**config.mk**
```make
export PLATFORM = sky130hd
export DESIGN_NAME = acc_pol_top
export DESIGN_NICKNAME = d
export VERILOG_FILES = /design/src/rtl/acc_pol_pkg.sv /design/src/rtl/acc_pol_regbank.sv /design/src/rtl/acc_pol_rdy_sync.sv /design/src/rtl/acc_pol_decide.sv /design/src/rtl/acc_pol_top.sv
export SDC_FILE = /design/constraint.sdc
export NUM_CORES = 1
export LEC_CHECK = 0
export ABC_AREA = 1
export BUFFER_PORTS_ARGS = -buffer_cell sky130_fd_sc_hd__buf_2
export CAP_MARGIN = 20
export CORE_ASPECT_RATIO = 1.2
export CORE_MARGIN = 3
export CORE_UTILIZATION = 52
export CTS_BUF_LIST = sky130_fd_sc_hd__clkbuf_8
export DETAILED_ROUTE_END_ITERATION = 6
export GPL_ROUTABILITY_DRIVEN = 0
export PLACE_DENSITY_LB_ADDON = 0.2
export SLEW_MARGIN = 20
export SYNTH_ARGS = -nofsm -noshare
export SYNTH_HDL_FRONTEND = slang
export SYNTH_SLANG_ARGS = --single-unit
```
**constraint.sdc**
```tcl
create_clock -name clk -period 1.32 [get_ports clk]
set_clock_uncertainty 0.15 [all_clocks]
set_input_delay 0.132 -clock clk [delete_from_list [all_inputs] [get_ports clk]]
set_output_delay 0.132 -clock clk [all_outputs]
set_load 0.01 [all_outputs]
```
**src/rtl/acc_pol_pkg.sv**
```systemverilog
// Package: acc_pol_pkg
// Shared field positions, the stored policy record and the outcome encoding
// for the chip-select access policy unit.
// Assumes a 32-bit control word; only four bits of it carry policy.
package acc_pol_pkg;

    localparam int CTRL_W    = 32;
    localparam int EN_BIT    = 31;
    localparam int WR_BIT    = 1;
    localparam int SPLIT_BIT = 3;
    localparam int POL_BIT   = 5;

    localparam logic [CTRL_W-1:0] POLICY_MASK =
        (CTRL_W'(1) << EN_BIT) | (CTRL_W'(1) << WR_BIT) |
        (CTRL_W'(1) << SPLIT_BIT) | (CTRL_W'(1) << POL_BIT);

    // Decoded policy of one region
    typedef struct packed {
        logic en;
        logic wr_ok;
        logic split_ok;
        logic rdy_hi;
    } pol_flags_t;

    // Ruling on one access
    typedef enum logic [2:0] {
        OC_NONE = 3'd0,
        OC_GO   = 3'd1,
        OC_ERR  = 3'd2,
        OC_DROP = 3'd3,
        OC_WAIT = 3'd4
    } outcome_e;

    // Extract the policy fields from a control word
    function automatic pol_flags_t unpack_ctrl(input logic [CTRL_W-1:0] w);
        pol_flags_t f;
        f.en       = w[EN_BIT];
        f.wr_ok    = w[WR_BIT];
        f.split_ok = w[SPLIT_BIT];
        f.rdy_hi   = w[POL_BIT];
        return f;
    endfunction

endpackage

```
**src/rtl/acc_pol_regbank.sv**
```systemverilog
// Module: acc_pol_regbank
// Holds the decoded policy of every region. A control write updates only the
// indexed region; the new value is visible from the next cycle on.
// Assumes: the boot region resets to BOOT_RST_CTRL, all others to zero.
module acc_pol_regbank
    import acc_pol_pkg::*;
#(
    parameter int                NUM_REGIONS   = 8,
    parameter int                IDX_W         = 3,
    parameter int                BOOT_REGION   = 0,
    parameter logic [CTRL_W-1:0] BOOT_RST_CTRL = 32'h8000_0000
) (
    input  logic                               clk,
    input  logic                               rst_n,
    input  logic                               cfg_we,
    input  logic [IDX_W-1:0]                   cfg_idx,
    input  logic [CTRL_W-1:0]                  cfg_wdata,
    output pol_flags_t [NUM_REGIONS-1:0]       flags
);

    localparam pol_flags_t BOOT_FLAGS = unpack_ctrl(BOOT_RST_CTRL);

    pol_flags_t wr_flags;
    logic       unused_cfg_bits;

    // Decode the incoming word once for all regions
    assign wr_flags        = unpack_ctrl(cfg_wdata);
    assign unused_cfg_bits = ^(cfg_wdata & ~POLICY_MASK);

    for (genvar g = 0; g < NUM_REGIONS; g++) begin : g_region
        localparam pol_flags_t RST_FLAGS = (g == BOOT_REGION) ? BOOT_FLAGS : '0;

        pol_flags_t flags_q;

        // Per-region policy storage with its own reset value
        always_ff @(posedge clk) begin
            if (!rst_n) begin
                flags_q <= RST_FLAGS;
            end else if (cfg_we && (cfg_idx == IDX_W'(g))) begin
                flags_q <= wr_flags;
            end
        end

        assign flags[g] = flags_q;

        AST_RESET_POLICY: assert property (@(posedge clk) disable iff (!rst_n)
            $rose(rst_n) |-> (flags_q == RST_FLAGS));
    end

endmodule

```
**src/rtl/acc_pol_rdy_sync.sv**
```systemverilog
// Module: acc_pol_rdy_sync
// Brings the asynchronous device-ready lines into the clock domain through a
// chain of SYNC_STAGES flops. Assumes each line is a slow level signal.
module acc_pol_rdy_sync #(
    parameter int NUM_RDY     = 4,
    parameter int SYNC_STAGES = 2
) (
    input  logic               clk,
    input  logic               rst_n,
    input  logic [NUM_RDY-1:0] dev_rdy,
    output logic [NUM_RDY-1:0] rdy_s
);

    logic [SYNC_STAGES-1:0][NUM_RDY-1:0] stage_q;

    // Shift the ready lines through the synchronizer chain
    always_ff @(posedge clk) begin
        if (!rst_n) begin
            stage_q <= '0;
        end else begin
            stage_q[0] <= dev_rdy;
            for (int k = 1; k < SYNC_STAGES; k++) begin
                stage_q[k] <= stage_q[k-1];
            end
        end
    end

    assign rdy_s = stage_q[SYNC_STAGES-1];

endmodule

```
**src/rtl/acc_pol_decide.sv**
```systemverilog
// Module: acc_pol_decide
// Rules on one access per cycle from the addressed region's policy and, for
// the upper regions in host-port mode, its synchronized ready line. The
// ruling is registered. Assumes acc_idx is a valid region whenever acc_valid.
module acc_pol_decide
    import acc_pol_pkg::*;
#(
    parameter int NUM_REGIONS = 8,
    parameter int IDX_W       = 3,
    parameter int NUM_RDY     = 4,
    parameter int RDY_BASE    = 4
) (
    input  logic                          clk,
    input  logic                          rst_n,
    input  logic                          acc_valid,
    input  logic [IDX_W-1:0]              acc_idx,
    input  logic                          acc_write,
    input  logic [NUM_REGIONS-1:0]        hpi_mode,
    input  pol_flags_t [NUM_REGIONS-1:0]  flags,
    input  logic [NUM_RDY-1:0]            rdy_s,
    output logic                          acc_go,
    output logic                          acc_err,
    output logic                          acc_drop,
    output logic                          acc_split,
    output logic                          acc_wait
);

    logic [NUM_REGIONS-1:0] line_ok;
    pol_flags_t             sel;
    outcome_e               oc_d, oc_q;
    logic                   split_d, split_q;

    // Per-region readiness: only upper regions in host-port mode consult a line
    for (genvar g = 0; g < NUM_REGIONS; g++) begin : g_ready
        if (g >= RDY_BASE) begin : g_line
            assign line_ok[g] = !hpi_mode[g] || (rdy_s[g-RDY_BASE] == flags[g].rdy_hi);
        end else begin : g_noline
            assign line_ok[g] = 1'b1;
        end
    end

    if (RDY_BASE > 0) begin : g_unused_mode
        logic unused_mode_lo;
        assign unused_mode_lo = ^hpi_mode[RDY_BASE-1:0];
    end

    assign sel = flags[acc_idx];

    // Priority: disabled, then discarded write, then not ready, then go
    always_comb begin
        oc_d = OC_NONE;
        if (acc_valid) begin
            if (!sel.en) begin
                oc_d = OC_ERR;
            end else if (acc_write && !sel.wr_ok) begin
                oc_d = OC_DROP;
            end else if (!line_ok[acc_idx]) begin
                oc_d = OC_WAIT;
            end else begin
                oc_d = OC_GO;
            end
        end
        split_d = (oc_d == OC_GO) && !acc_write && sel.split_ok;
    end

    // Register the ruling
    always_ff @(posedge clk) begin
        if (!rst_n) begin
            oc_q    <= OC_NONE;
            split_q <= 1'b0;
        end else begin
            oc_q    <= oc_d;
            split_q <= split_d;
        end
    end

    assign acc_go    = (oc_q == OC_GO);
    assign acc_err   = (oc_q == OC_ERR);
    assign acc_drop  = (oc_q == OC_DROP);
    assign acc_wait  = (oc_q == OC_WAIT);
    assign acc_split = split_q;

    AST_ONE_OUTCOME: assert property (@(posedge clk) disable iff (!rst_n)
        $onehot0({acc_go, acc_err, acc_drop, acc_wait}));
    AST_IDLE_QUIET: assert property (@(posedge clk) disable iff (!rst_n)
        ($past(rst_n) && !$past(acc_valid)) |-> !(acc_go || acc_err || acc_drop || acc_wait));
    AST_SPLIT_ON_READ: assert property (@(posedge clk) disable iff (!rst_n)
        acc_split |-> (acc_go && !$past(acc_write)));
    AST_DROP_ON_WRITE: assert property (@(posedge clk) disable iff (!rst_n)
        acc_drop |-> $past(acc_write));
    AST_ERR_ON_DISABLED: assert property (@(posedge clk) disable iff (!rst_n)
        ($past(rst_n) && $past(acc_valid && !flags[acc_idx].en)) |-> acc_err);
    AST_WAIT_UPPER_HPI: assert property (@(posedge clk) disable iff (!rst_n)
        acc_wait |-> (($past(acc_idx) >= IDX_W'(RDY_BASE)) && $past(hpi_mode[acc_idx])));

endmodule

```
**src/rtl/acc_pol_top.sv**
```systemverilog
// Module: acc_pol_top
// Chip-select access policy unit: policy register bank, ready-line
// synchronizer and the registered access ruling.
// Assumes NUM_REGIONS is a power of two and the ready lines belong to the
// top NUM_RDY regions.
module acc_pol_top
    import acc_pol_pkg::*;
#(
    parameter int                NUM_REGIONS   = 8,
    parameter int                NUM_RDY       = 4,
    parameter int                SYNC_STAGES   = 2,
    parameter int                BOOT_REGION   = 0,
    parameter logic [CTRL_W-1:0] BOOT_RST_CTRL = 32'h8000_0000,
    localparam int               IDX_W         = $clog2(NUM_REGIONS),
    localparam int               RDY_BASE      = NUM_REGIONS - NUM_RDY
) (
    input  logic                   clk,
    input  logic                   rst_n,
    input  logic                   cfg_we,
    input  logic [IDX_W-1:0]       cfg_idx,
    input  logic [CTRL_W-1:0]      cfg_wdata,
    input  logic                   acc_valid,
    input  logic [IDX_W-1:0]       acc_idx,
    input  logic                   acc_write,
    input  logic [NUM_REGIONS-1:0] hpi_mode,
    input  logic [NUM_RDY-1:0]     dev_rdy,
    output logic                   acc_go,
    output logic                   acc_err,
    output logic                   acc_drop,
    output logic                   acc_split,
    output logic                   acc_wait
);

    pol_flags_t [NUM_REGIONS-1:0] flags;
    logic [NUM_RDY-1:0]           rdy_s;

    acc_pol_regbank #(
        .NUM_REGIONS   (NUM_REGIONS),
        .IDX_W         (IDX_W),
        .BOOT_REGION   (BOOT_REGION),
        .BOOT_RST_CTRL (BOOT_RST_CTRL)
    ) u_regbank (
        .clk       (clk),
        .rst_n     (rst_n),
        .cfg_we    (cfg_we),
        .cfg_idx   (cfg_idx),
        .cfg_wdata (cfg_wdata),
        .flags     (flags)
    );

    acc_pol_rdy_sync #(
        .NUM_RDY     (NUM_RDY),
        .SYNC_STAGES (SYNC_STAGES)
    ) u_rdy_sync (
        .clk     (clk),
        .rst_n   (rst_n),
        .dev_rdy (dev_rdy),
        .rdy_s   (rdy_s)
    );

    acc_pol_decide #(
        .NUM_REGIONS (NUM_REGIONS),
        .IDX_W       (IDX_W),
        .NUM_RDY     (NUM_RDY),
        .RDY_BASE    (RDY_BASE)
    ) u_decide (
        .clk       (clk),
        .rst_n     (rst_n),
        .acc_valid (acc_valid),
        .acc_idx   (acc_idx),
        .acc_write (acc_write),
        .hpi_mode  (hpi_mode),
        .flags     (flags),
        .rdy_s     (rdy_s),
        .acc_go    (acc_go),
        .acc_err   (acc_err),
        .acc_drop  (acc_drop),
        .acc_split (acc_split),
        .acc_wait  (acc_wait)
    );

endmodule

```
==> flow_summary.json <==
{
  "outcome": "completed",
  "dp.final_hpwl_um": 2680,
  "cp.buffers_inverters": 1,
  "yosysWarnings": 0,
  "drt_iter0_drc": 57,
  "fillers": 283,
  "p_sw_uw": 611,
  "cp.depth": 2,
  "clock_latency_ps": 300,
  "power_density_mw_per_mm2": 1200,
  "drv_cap": 0,
  "start_util": 0.565,
  "worstRegToRegCells": 7,
  "cp_cell_sequence": "nor3_1, buf_2",
  "tns_ps": 0,
  "crit_required_ps": 1040,
  "synth_adder_area_share": 0,
  "ios": 60,
  "via_count": 1722,
  "switching_share": 0.230,
  "synth_seq_cells": 40,
  "rsz0062_at_grt": "false",
  "reg2reg_setup_slack_ps": 200,
  "synthSimpleGateAreaFrac": 0.336,
  "min_period_ps": 1240,
  "cts_sinks": 40,
  "grt_start_max_net_pins": 38,
  "p_seq_frac": 0.480,
  "cts-root-buf": "clkbuf_8",
  "hold_viol_final": 0,
  "max_slew.worst_pin.slew_ps": 257,
  "synth.yosys.seq_area_share": 0.444,
  "synth.cell_area_mm2": 0.00181,
  "regToRegStartpoint": "u_regbank.flags[6]",
  "slowest_stage": "dfxtp_2",
  "regArea_um2": 805,
  "first_pass_iters": 4,
  "antenna_found_initial": 0,
  "crit_end": "acc_err",
  "leakagePower_uw": 0.00111,
  "combPwrFrac": 0.110,
  "intPower_uw": 2040,
  "critPathKind": "reg2out",
  "syn_to_final_growth_pct": 22.8,
  "synth_fp_nets": 325,
  "synth_compound_area_frac": 0.108,
  "core_area_mm2": 0.00319,
  "routed_wirelength_um": 3850,
  "die_x_um": 59.8,
  "hp-class": "in2reg",
  "drv_slew": 0,
  "post-cts-setup-buffer-count": 0,
  "irDropWorstVdd_v": 0.000778,
  "drive_above_1_share": 0.183,
  "synth_xor_area_frac": 0,
  "diodes": 0,
  "cts.htree.levels": 2,
  "die_y_um": 70.6,
  "synth_top_family_by_area": "simple AND/OR/NAND/NOR gates",
  "path_max_fanout": 4,
  "fin_crit_sh": 0.937,
  "grt_pass1_wl_um": 6350,
  "rows": 22,
  "grt_usage": 0.196,
  "slowest_delay_ps": 350,
  "placed_cell_area_mm2": 0.00201,
  "overflow": 0,
  "vias_per_cell": 4.95,
  "nets": 366,
  "netlist-cell-type-count": 18,
  "ant_nets": 0,
  "drc": 0,
  "wire_per_inst_um": 11.1,
  "max_freq_ghz": 0.808,
  "fin_area_mm2": 0.00222,
  "synthMuxAreaShare": 0,
  "slew_headroom": 0.828,
  "clk_pin_slew_worst_paths_ps": 80,
  "final_util": 0.694,
  "reg2reg_to": "u_decide.oc_q[0]",
  "clock_path_buffers": 2,
  "crit_family": "flip-flops",
  "cts-buffers-inserted": 5,
  "postSynthCellCount": 270,
  "end_kind": "primary output",
  "grt_pass1_vias": 1533,
  "syn_avg_cell_area_um2": 6.69,
  "worstPathArrival_ps": 950,
  "start_kind": "flop",
  "cts_tree": "yes",
  "clkPwrFrac": 0.410,
  "die_area_mm2": 0.00422,
  "multi_input_area_um2": 812,
  "port_buffers": 27,
  "crit_start": "u_decide.oc_q[2]",
  "setup_violations": 0
}
-- final cells by class --
class	instances	share of cell area
inverter	41	0.0694
clock buffer	7	0.0435
multi-input combinational	183	0.366
timing repair buffer	40	0.124
sequential	40	0.363
tap	36	0.0203
clock inverter	1	0.0135
-- how the worst min path moves through the flow --
stage | startpoint | to | slack [ps] | cells past startpoint
6_report | cfg_wdata[5] | u_regbank.flags[24] | 20 | 3
5_1_grt | cfg_wdata[5] | u_regbank.flags[20] | 20 | 3
4_1_cts | cfg_wdata[5] | u_regbank.flags[24] | 20 | 3
3_5_place_dp | dev_rdy[3] | u_rdy_sync.stage_q[3] | 170 | 3
3_3_place_gp | dev_rdy[2] | u_rdy_sync.stage_q[2] | 160 | 3
2_1_floorplan | dev_rdy[0] | u_rdy_sync.stage_q[0] | 80 | 2
-- metal layers --
metal  up-vias  track usage  part of all wire
met5         -            0                 0
li1        917            -                 -
met2        46        0.308              0.48
met3         7       0.0620             0.054
met4         0       0.0911             0.017
met1       752        0.238              0.45
-- tightest hold or removal path, delay by kind of cell --
kind,cells,cell delay [ps]
compound gates,2,180
buf+inv,1,110
-- logic make-up after synthesis --
family	Yosys count
AND/OR/NAND/NOR	144
buffers and inverters	47
flip-flops	40
AO/OA/AOI/OAI	39
-- cell usage in the layout, fill, tap and decap left out --
master,netlist,routed
dlygate4sd3_1,0,7
nand4_1,1,1
nor2_2,3,3
inv_1,39,38
inv_2,2,3
nand3_1,20,20
buf_12,1,2
nor3_1,3,1
o21ai_0,27,27
dfxtp_1,40,37
clkbuf_8,0,7
nand2_1,56,56
nor2_1,56,56
buf_4,0,4
buf_2,2,27
nand2_2,1,1
nor3_2,0,2
o21ai_1,2,2
bufinv_16,0,1
nand3_2,4,4
a21oi_1,10,10
dfxtp_2,0,3
-- metrics by stage --
step / cells / hold slack (ps) / power, uW / worst slack (ps)
2_1_floorplan: 270 / 79.6 / 1470 / 250
3_3_place_gp: 333 / 164 / 1570 / 109
3_5_place_dp: 333 / 168 / 1570 / 101
4_1_cts: 348 / 15.7 / 2670 / 39.3
5_1_grt: 348 / 22.2 / 2770 / 4.12
6_report: 348 / 18.9 / 2650 / 83.1
-- registers in the layout, indices dropped and copies added (netlist names) --
| register | count |
|---|---|
| u_decide.oc_q | 3 |
| u_decide.acc_split | 1 |
| u_regbank.flags | 28 |
| u_rdy_sync.stage_q | 4 |
| u_rdy_sync.rdy_s | 4 |
-- power groups by stage --
stage               combinational (uW)  sequential (uW)  clock, uW
detailed placement                 275             1300          0
CTS                                292             1270       1100
global placement                   272             1300          0
floorplan                          176             1290          0
finish                             293             1270       1090
global route                       334             1280       1160
-- synth_stat cells --
cell      count  area (um2)
nand2_1      56         210
nor2_1       56         210
dfxtp_1      40         801
inv_1        39         146
o21ai_0      27         135
nand3_1      20         100
a21oi_1      10        50.1
nand3_2       4        40.0
nor2_2        3        18.8
nor3_1        3        15.0
buf_2         2        10.0
clkbuf_1      2        7.51
inv_2         2        7.51
o21ai_1       2        10.0
buf_12        1        20.0
buf_6         1        11.3
nand2_2       1        6.26
nand4_1       1        6.26
-- repair_timing --
action	4_1_cts	5_1_grt
hold buffers	7	0
resized for setup	0	6
endpoints found under the hold margin	7	0
setup endpoints to repair	0	3
Note: power is estimated with default switching activity, not from simulation.
